## src/rtl/lfsr_mix_pkg.sv

```systemverilog
package lfsr_mix_pkg;

    localparam int unsigned NREG  = 3;
    localparam int unsigned MAX_W = 64;

    typedef enum logic [1:0] {
        OP_HOLD  = 2'd0,
        OP_SHIFT = 2'd1,
        OP_LOAD  = 2'd2,
        OP_RESET = 2'd3
    } lfsr_op_e;

    typedef struct packed {
        lfsr_op_e op;
        logic     fresh;
    } lfsr_ctrl_t;

    // Build a tap mask from up to four tap positions (1-based, 0 = unused).
    function automatic logic [MAX_W-1:0] taps2mask(int unsigned a, int unsigned b,
                                                   int unsigned c, int unsigned d);
        logic [MAX_W-1:0] m;
        m = '0;
        if (a != 0) m[a-1] = 1'b1;
        if (b != 0) m[b-1] = 1'b1;
        if (c != 0) m[c-1] = 1'b1;
        if (d != 0) m[d-1] = 1'b1;
        return m;
    endfunction

    localparam logic [MAX_W-1:0] TAPS_A = taps2mask(64, 63, 61, 60);
    localparam logic [MAX_W-1:0] TAPS_B = taps2mask(63, 62, 0, 0);
    localparam logic [MAX_W-1:0] TAPS_C = taps2mask(61, 60, 46, 45);

    localparam logic [MAX_W-1:0] SEED_A = 64'hACE1_0F0F_1234_5679;
    localparam logic [MAX_W-1:0] SEED_B = 64'h1BAD_F00D_CAFE_0001;
    localparam logic [MAX_W-1:0] SEED_C = 64'h0DEC_AF00_5EED_1357;

endpackage

```

## src/rtl/lfsr_mix_ctrl.sv

```systemverilog
module lfsr_mix_ctrl
    import lfsr_mix_pkg::*;
(
    input  logic       clk,
    input  logic       rst,
    input  logic       seed_load,
    input  logic       shift_en,
    output lfsr_ctrl_t ctrl,
    output logic       valid_q
);

    always_comb begin
        ctrl.fresh = 1'b0;
        if (rst) begin
            ctrl.op = OP_RESET;
        end else if (seed_load) begin
            ctrl.op = OP_LOAD;
        end else if (shift_en) begin
            ctrl.op    = OP_SHIFT;
            ctrl.fresh = 1'b1;
        end else begin
            ctrl.op = OP_HOLD;
        end
    end

    always_ff @(posedge clk) begin
        valid_q <= ctrl.fresh;
    end

endmodule

```

## src/rtl/lfsr_mix_stage.sv

```systemverilog
module lfsr_mix_stage
    import lfsr_mix_pkg::*;
#(
    parameter int unsigned      WIDTH    = 64,
    parameter logic [MAX_W-1:0] TAP_MASK = TAPS_A,
    parameter logic [MAX_W-1:0] DEF_SEED = SEED_A
) (
    input  logic             clk,
    input  lfsr_op_e         op,
    input  logic [WIDTH-1:0] seed,
    output logic             top_bit,
    output logic             live
);

    localparam logic [WIDTH-1:0] TAP_W  = TAP_MASK[WIDTH-1:0];
    localparam logic [WIDTH-1:0] DEF_W  = DEF_SEED[WIDTH-1:0];
    localparam logic [WIDTH-1:0] SAFE_D = (DEF_W == '0) ? WIDTH'(1) : DEF_W;

    logic [WIDTH-1:0] state;
    logic [WIDTH-1:0] stepped;
    logic [WIDTH-1:0] seeded;
    logic             fb;

    always_comb begin
        fb      = ^(state & TAP_W);
        stepped = {state[WIDTH-2:0], fb};
        seeded  = (seed == '0) ? SAFE_D : seed;
    end

    always_ff @(posedge clk) begin
        case (op)
            OP_RESET: state <= SAFE_D;
            OP_LOAD:  state <= seeded;
            OP_SHIFT: state <= stepped;
            default:  state <= state;
        endcase
    end

    assign top_bit = state[WIDTH-1];
    assign live    = |state;

endmodule

```

## src/rtl/lfsr_mix.sv

```systemverilog
module lfsr_mix
    import lfsr_mix_pkg::*;
#(
    parameter int unsigned      W0 = 64,
    parameter int unsigned      W1 = 63,
    parameter int unsigned      W2 = 61,
    parameter logic [MAX_W-1:0] T0 = TAPS_A,
    parameter logic [MAX_W-1:0] T1 = TAPS_B,
    parameter logic [MAX_W-1:0] T2 = TAPS_C,
    parameter logic [MAX_W-1:0] D0 = SEED_A,
    parameter logic [MAX_W-1:0] D1 = SEED_B,
    parameter logic [MAX_W-1:0] D2 = SEED_C
) (
    input  logic          clk,
    input  logic          rst,
    input  logic          shift_en,
    input  logic          seed_load,
    input  logic [W0-1:0] seed_a,
    input  logic [W1-1:0] seed_b,
    input  logic [W2-1:0] seed_c,
    output logic          rand_bit,
    output logic          bit_valid
);

    localparam int unsigned      WID [NREG] = '{W0, W1, W2};
    localparam logic [MAX_W-1:0] TAP [NREG] = '{T0, T1, T2};
    localparam logic [MAX_W-1:0] DEF [NREG] = '{D0, D1, D2};

    lfsr_ctrl_t       ctrl;
    logic [MAX_W-1:0] seed_pad [NREG];
    logic [NREG-1:0]  top_bits;
    logic [NREG-1:0]  stage_live;

    assign seed_pad[0] = MAX_W'(seed_a);
    assign seed_pad[1] = MAX_W'(seed_b);
    assign seed_pad[2] = MAX_W'(seed_c);

    lfsr_mix_ctrl i_ctrl (
        .clk       (clk),
        .rst       (rst),
        .seed_load (seed_load),
        .shift_en  (shift_en),
        .ctrl      (ctrl),
        .valid_q   (bit_valid)
    );

    for (genvar g = 0; g < NREG; g++) begin : g_stage
        lfsr_mix_stage #(
            .WIDTH    (WID[g]),
            .TAP_MASK (TAP[g]),
            .DEF_SEED (DEF[g])
        ) i_stage (
            .clk     (clk),
            .op      (ctrl.op),
            .seed    (seed_pad[g][WID[g]-1:0]),
            .top_bit (top_bits[g]),
            .live    (stage_live[g])
        );
    end

    lfsr_mix_xor #(.N(NREG)) i_xor (
        .bits_i (top_bits),
        .bit_o  (rand_bit)
    );

endmodule

module lfsr_mix_xor #(
    parameter int unsigned N = 3
) (
    input  logic [N-1:0] bits_i,
    output logic         bit_o
);
    assign bit_o = ^bits_i;
endmodule

```

## config.mk

```make
export PLATFORM = sky130hd
export DESIGN_NAME = lfsr_mix
export DESIGN_NICKNAME = d
export VERILOG_FILES = /design/src/rtl/lfsr_mix_pkg.sv /design/src/rtl/lfsr_mix_ctrl.sv /design/src/rtl/lfsr_mix_stage.sv /design/src/rtl/lfsr_mix.sv
export SDC_FILE = /design/constraint.sdc
export NUM_CORES = 1
export LEC_CHECK = 0
export BUFFER_PORTS_ARGS = -buffer_cell sky130_fd_sc_hd__buf_2
export CORE_MARGIN = 10
export CORE_UTILIZATION = 30
export CTS_CLUSTER_DIAMETER = 50
export CTS_CLUSTER_SIZE = 40
export DETAILED_ROUTE_END_ITERATION = 16
export SLEW_MARGIN = 15
export SYNTH_ARGS = -nofsm -noshare
export SYNTH_HDL_FRONTEND = slang
export SYNTH_SLANG_ARGS = --single-unit
```

## constraint.sdc

```tcl
create_clock -name clk -period 5.9 [get_ports clk]
set_input_delay 0.295 -clock clk [delete_from_list [all_inputs] [get_ports clk]]
set_output_delay 0.295 -clock clk [all_outputs]
set_load 0.05 [all_outputs]
```

# After elaboration in Yosys (flattened, before gate mapping)
# Cells that the tools add are included.
# totals
register_bits	189
inputBits	192
out_inout_bits	2
elab_cells	26
# classes
eq_ne	3
n_mux	10
reduce_logical	9
# op_table
cell	n
$pmux W64 S3	1
$pmux W63 S3	1
$pmux W61 S3	1
$logic_not A64 Y1	1
$mux W64	1
$reduce_xor A64 Y1	1
$logic_not A63 Y1	1
$mux W63	1
$reduce_xor A63 Y1	1
$logic_not A61 Y1	1
$mux W61	1
$reduce_xor A61 Y1	1
$eq A2 B2 Y1 const B	2
$mux W2	2
$reduce_bool A3 Y1	1
$reduce_xor A3 Y1	1
$eq A2 B1 Y1 const B	1
$mux W1	2
$reduce_or A2 Y1	1

# Depth between registers and ports, before layout
# depth
word_depth	5
ltp_mapped	10
ltp_nobuf	8

# By module
# Synthesis repeated with hierarchy kept, for this count alone.
# unflattened
cells_unflattened	806
area_unflattened_um2	9922.0
# modules_own_cells
module	instances	cells_each	area_each_um2	seq_area_each_um2
lfsr_mix_stage at g_stage[2].i_stage	1	267	3385.7	1831.8
lfsr_mix_stage at g_stage[0].i_stage	1	275	3342.0	1921.8
lfsr_mix_stage at g_stage[1].i_stage	1	258	3124.2	1891.8
lfsr_mix_ctrl	1	5	46.3	20.0
lfsr_mix_xor	1	1	23.8	0.0

# Worst setup path after synthesis
# No wires, ideal clock.
# synth_timing
kind	input -> register
start	input seed_load
end	register g_stage[0].i_stage.state[0] (enable)
setup_ns	0.540
t_arrival_ns	4.266
required_time_ns	5.360
slack_ns	1.094
cell_stages	4
n_path_buf	0
path_cell_list	or2_1 inv_1 ha_1 inv_1
# synth_via
elab_chain_len	4
elab_cells_between_ends	6
classes_between	3 x eq/ne; 2 x mux; 1 x reduce/logical
# synth_lines
item	line_no	text
start: declaration	lfsr_mix.sv:17	input logic seed_load,
$mux W2 (*)	lfsr_mix_ctrl.sv:16	end else if (seed_load) begin
$mux W2 (*)	lfsr_mix_ctrl.sv:14	if (rst) begin
$eq A2 B2 Y1 or $eq A2 B1 Y1 (tied branches)	lfsr_mix_stage.sv:31	case (op)
$reduce_bool A3 Y1 (no source line) (*)	--	
end signal: assignment	lfsr_mix_stage.sv:34	OP_SHIFT: state <= stepped;
end signal: assignment	lfsr_mix_stage.sv:35	default: state <= state;
end: declaration	lfsr_mix_stage.sv:19	logic [WIDTH-1:0] state;
# Mark *: on every way between the ends. The rest lies on a longest branch, timed or not.
# A chain may end at the register's enable or synchronous reset.

# Worst setup path in the final report
# layout_timing
start	input shift_en
end	register g_stage[0].i_stage.state[10] (data pin)
# layout_via
elab_chain_len	5
elab_cells_between_ends	7
classes_between	3 x eq/ne; 4 x mux
# layout_lines
item	line_no	text
start: declaration	lfsr_mix.sv:16	input logic shift_en,
$mux W1 (*)	lfsr_mix_ctrl.sv:18	end else if (shift_en) begin
$mux W2 (*)	lfsr_mix_ctrl.sv:16	
$mux W2 (*)	lfsr_mix_ctrl.sv:14	
$eq A2 B1 Y1 or $eq A2 B2 Y1 (tied branches)	lfsr_mix_stage.sv:31	
$pmux W64 S3 (*)	lfsr_mix_stage.sv:31	
# Marked as above.

==> flow_summary.toml <==
[status]
status = "finished clean"

[cells_and_area]
seq_area_um2 = 5670
multi_input_area_um2 = 2670
fillers = 2744
fin_util_pct = 37.3
fin_area_um2 = 10400
nets = 1006
drive_above_1_share_pct = 28.9
area.growth.synth_to_final_pct = 21.9

[die]
die_h_um = 189
coreArea_um2 = 27900
boundaryPins = 194
dieWidth_um = 189
initial_core_util_pct = 30.6
num_rows = 61
dieArea_um2 = 35700

[grt]
grt_use_met2_pct = 20.9
grt_use_met3_pct = 3.56
busiest_layer = "met2"
grt_max_degree = 99
grt_pass1_wl_mm = 39.4
track_usage_pct = 14.1
antenna_found_initial = 4
grtUsageMet1_pct = 19.6
grt_pass1_vias = 6653
grt_overflow = 0

[worst_hold_path]
hold-path-endpoint = "i_ctrl.valid_q$_SDFF_PP0_"
hold_depth = 2
hold_path.class = "in2reg"
min-delay-start = "shift_en"

[job]
maxCapViolations = 0

[detailed_routing]
vias = 6621
dr.first_iter.drc_count = 540
drt-total-wl_mm = 25.9
drc = 0
routedWlPerCell_um = 21.5
postRouteAntennaNets = 0
viasPerCell = 5.49
dr.pass1.iters = 5

[sta]
tightest_slew_ns = 1.13
drv_slew = 0
tns_ns = 0
rsz0062_at_grt = "no"
period_share_pct = 53.4
hold_viol = 0
skew_ns = 0.0118
setup_viol = 0
slew_headroom_pct = 24.6
timing.fmax_mhz = 317
min_period_ns = 3.15

[logic_synthesis]
synthArstFlopShare_pct = 0
yosysSeqAreaShare_pct = 66.2
ys.flop_type = "edfxtp_1"
synth_edf_count = 188
yosysWarningCount = 0
synth.net_count = 845
synth_cell_types = 29
syn_avg_cell_area_um2 = 13.2
synthCells = 650
ys_seq_elements = 189
synth_area_um2 = 8560

[clocking]
clk_latency_ns = 0.44
htreeDepth = 4
path_clk_slew_ns = 0.08
cts.path.max_buffers = 2
tritoncts = "done"
post_cts_buffers = 0
cts-root-buf = "clkbuf_16"
hold_buffers = 0
cts.repair.resized = 0
clkSinkCount = 189
cts-buffers-inserted = 17

[setup_path]
crit_chain = "buf_2 -> a21oi_1 -> ha_4 -> buf_4 -> nor4b_1 -> nand4_1 -> nor3_1 -> a41oi_2 -> buf_4 -> nand2_1"
r2r_slack_ns = 4.58
cp_common_cell = "buf_4"
critPathArrivalTime_ns = 3.44
crit_buf_inv = 3
path_delay_family = "buffers and inverters"
critPathLaunchType = "input port"
r2r_start = "g_stage[2].i_stage.state[45]$_DFFE_PP_"
max_stage_delay_ns = 0.78
crit_required_ns = 6.19
slowest_stage = "buf_4"
cp-end-kind = "flip-flop"
cp_max_fo = 98
worst_r2r_endpoint = "g_stage[2].i_stage.state[0]$_DFFE_PP_"
critical_path_class = "in2reg"
ff2ff_path_depth = 3

[placed_design]
dpl_cell_area_um2 = 9870
io_buffer_count = 193
gp_congestion = 0.791
place.detailed.hpwl_mm = 17.6

[power_and_ir_drop]
powerDensity_nw_per_um2 = 308
ir_drop_mv = 0.185
p_leak_nw = 3.87
-- cell usage in the layout (no fill, tap or decap), drive strengths merged --
cell type    n
a41oi        1
diode        4
and2         1
o41ai        2
nand2       31
nand4       10
clkinv       3
xor2         3
a221o       61
buf        203
clkbuf      20
or2          1
ha           3
dfxtp        1
a22oi      127
xnor2        6
bufinv       1
clkinvlp     4
edfxtp     188
nor2        98
inv          9
nor4b        3
nor4        43
nand3        1
a21oi        1
or4          1
nor3         2
-- power breakdown --
group	internal (mW)	switching (mW)
registers	1.64	0.0492
clock network	0.587	0.540
logic	0.158	0.237
total	2.39	0.826
-- through the flow --
step	power (mW)	cells	hold slack, ns	setup slack [ns]
2_1_floorplan	1.94	650	0.417	1.09
3_3_place_gp	2.11	1170	0.518	2.42
3_5_place_dp	2.11	1170	0.530	2.29
4_1_cts	3.25	1202	0.0619	2.72
5_1_grt	3.35	1203	0.0703	2.46
6_report	3.21	1206	0.0900	2.75
-- worst register-to-register path, cell delays in order, from the launching register on --
cell and delay, ns:
edfxtp_1 0.41, xor2_1 0.25, xnor2_1 0.10, a221o_1 0.31
-- kinds of logic (layout without fill, tap and decap cells) --
logic type      Yosys count  in the layout  share of synthesized area, %
other cells               0              4                             0
flops                   189            189                          66.2
compound gates          192            192                          19.0
buf+inv                  66            240                          3.16
xor+xnor                  9              9                         0.921
simple gates            191            191                          10.3
fa+ha+maj                 3              3                         0.439
-- final cells by class --
type,instances,share of cell area [%]
antenna,4,0.0960
clock buffer,20,4.19
clock inverter,12,1.08
inverter,5,0.228
multi-input combinational,395,25.6
sequential,189,54.3
tap,378,4.54
timing repair buffer,203,9.98
-- synth_stat cells, drive strengths merged (3+ instances only) --
| cell | n | area (um^2) |
|---|---|---|
| ha | 3 | 37.5 |
| inv | 4 | 15.0 |
| a22oi | 127 | 953 |
| buf | 9 | 56.3 |
| clkbuf | 52 | 195 |
| nor4b | 3 | 32.5 |
| nand2 | 31 | 116 |
| nor2 | 98 | 368 |
| a221o | 61 | 611 |
| xnor2 | 6 | 52.6 |
| nor4 | 43 | 269 |
| nand4 | 10 | 62.6 |
| edfxtp | 188 | 5650 |
| xor2 | 3 | 26.3 |
-- layer usage --
metal | up-vias | share of wire [%]
met5 | - | 0
met4 | 0 | 1.3
met3 | 26 | 7.2
met2 | 288 | 45
met1 | 3307 | 46
li1 | 3000 | -
-- sequential cells by signal, summed over array words and instances, names as in the netlist --
register               cells
i_ctrl.valid_q             1
g_stage.i_stage.state    188
-- worst max path at each step --
| stage | endpoint | slack (ns) | depth (start not counted) | from |
|---|---|---|---|---|
| 3_3_place_gp | g_stage[0].i_stage.state[9]$_DFFE_PP_ | 2.42 | 11 | seed_load |
| 5_1_grt | g_stage[0].i_stage.state[33]$_DFFE_PP_ | 2.46 | 10 | shift_en |
| 4_1_cts | g_stage[0].i_stage.state[10]$_DFFE_PP_ | 2.72 | 10 | shift_en |
| 2_1_floorplan | g_stage[0].i_stage.state[0]$_DFFE_PP_ | 1.09 | 4 | seed_load |
| 6_report | g_stage[0].i_stage.state[10]$_DFFE_PP_ | 2.75 | 10 | shift_en |
| 3_5_place_dp | g_stage[0].i_stage.state[10]$_DFFE_PP_ | 2.29 | 10 | shift_en |
Note: power is estimated with default switching activity, not from simulation.
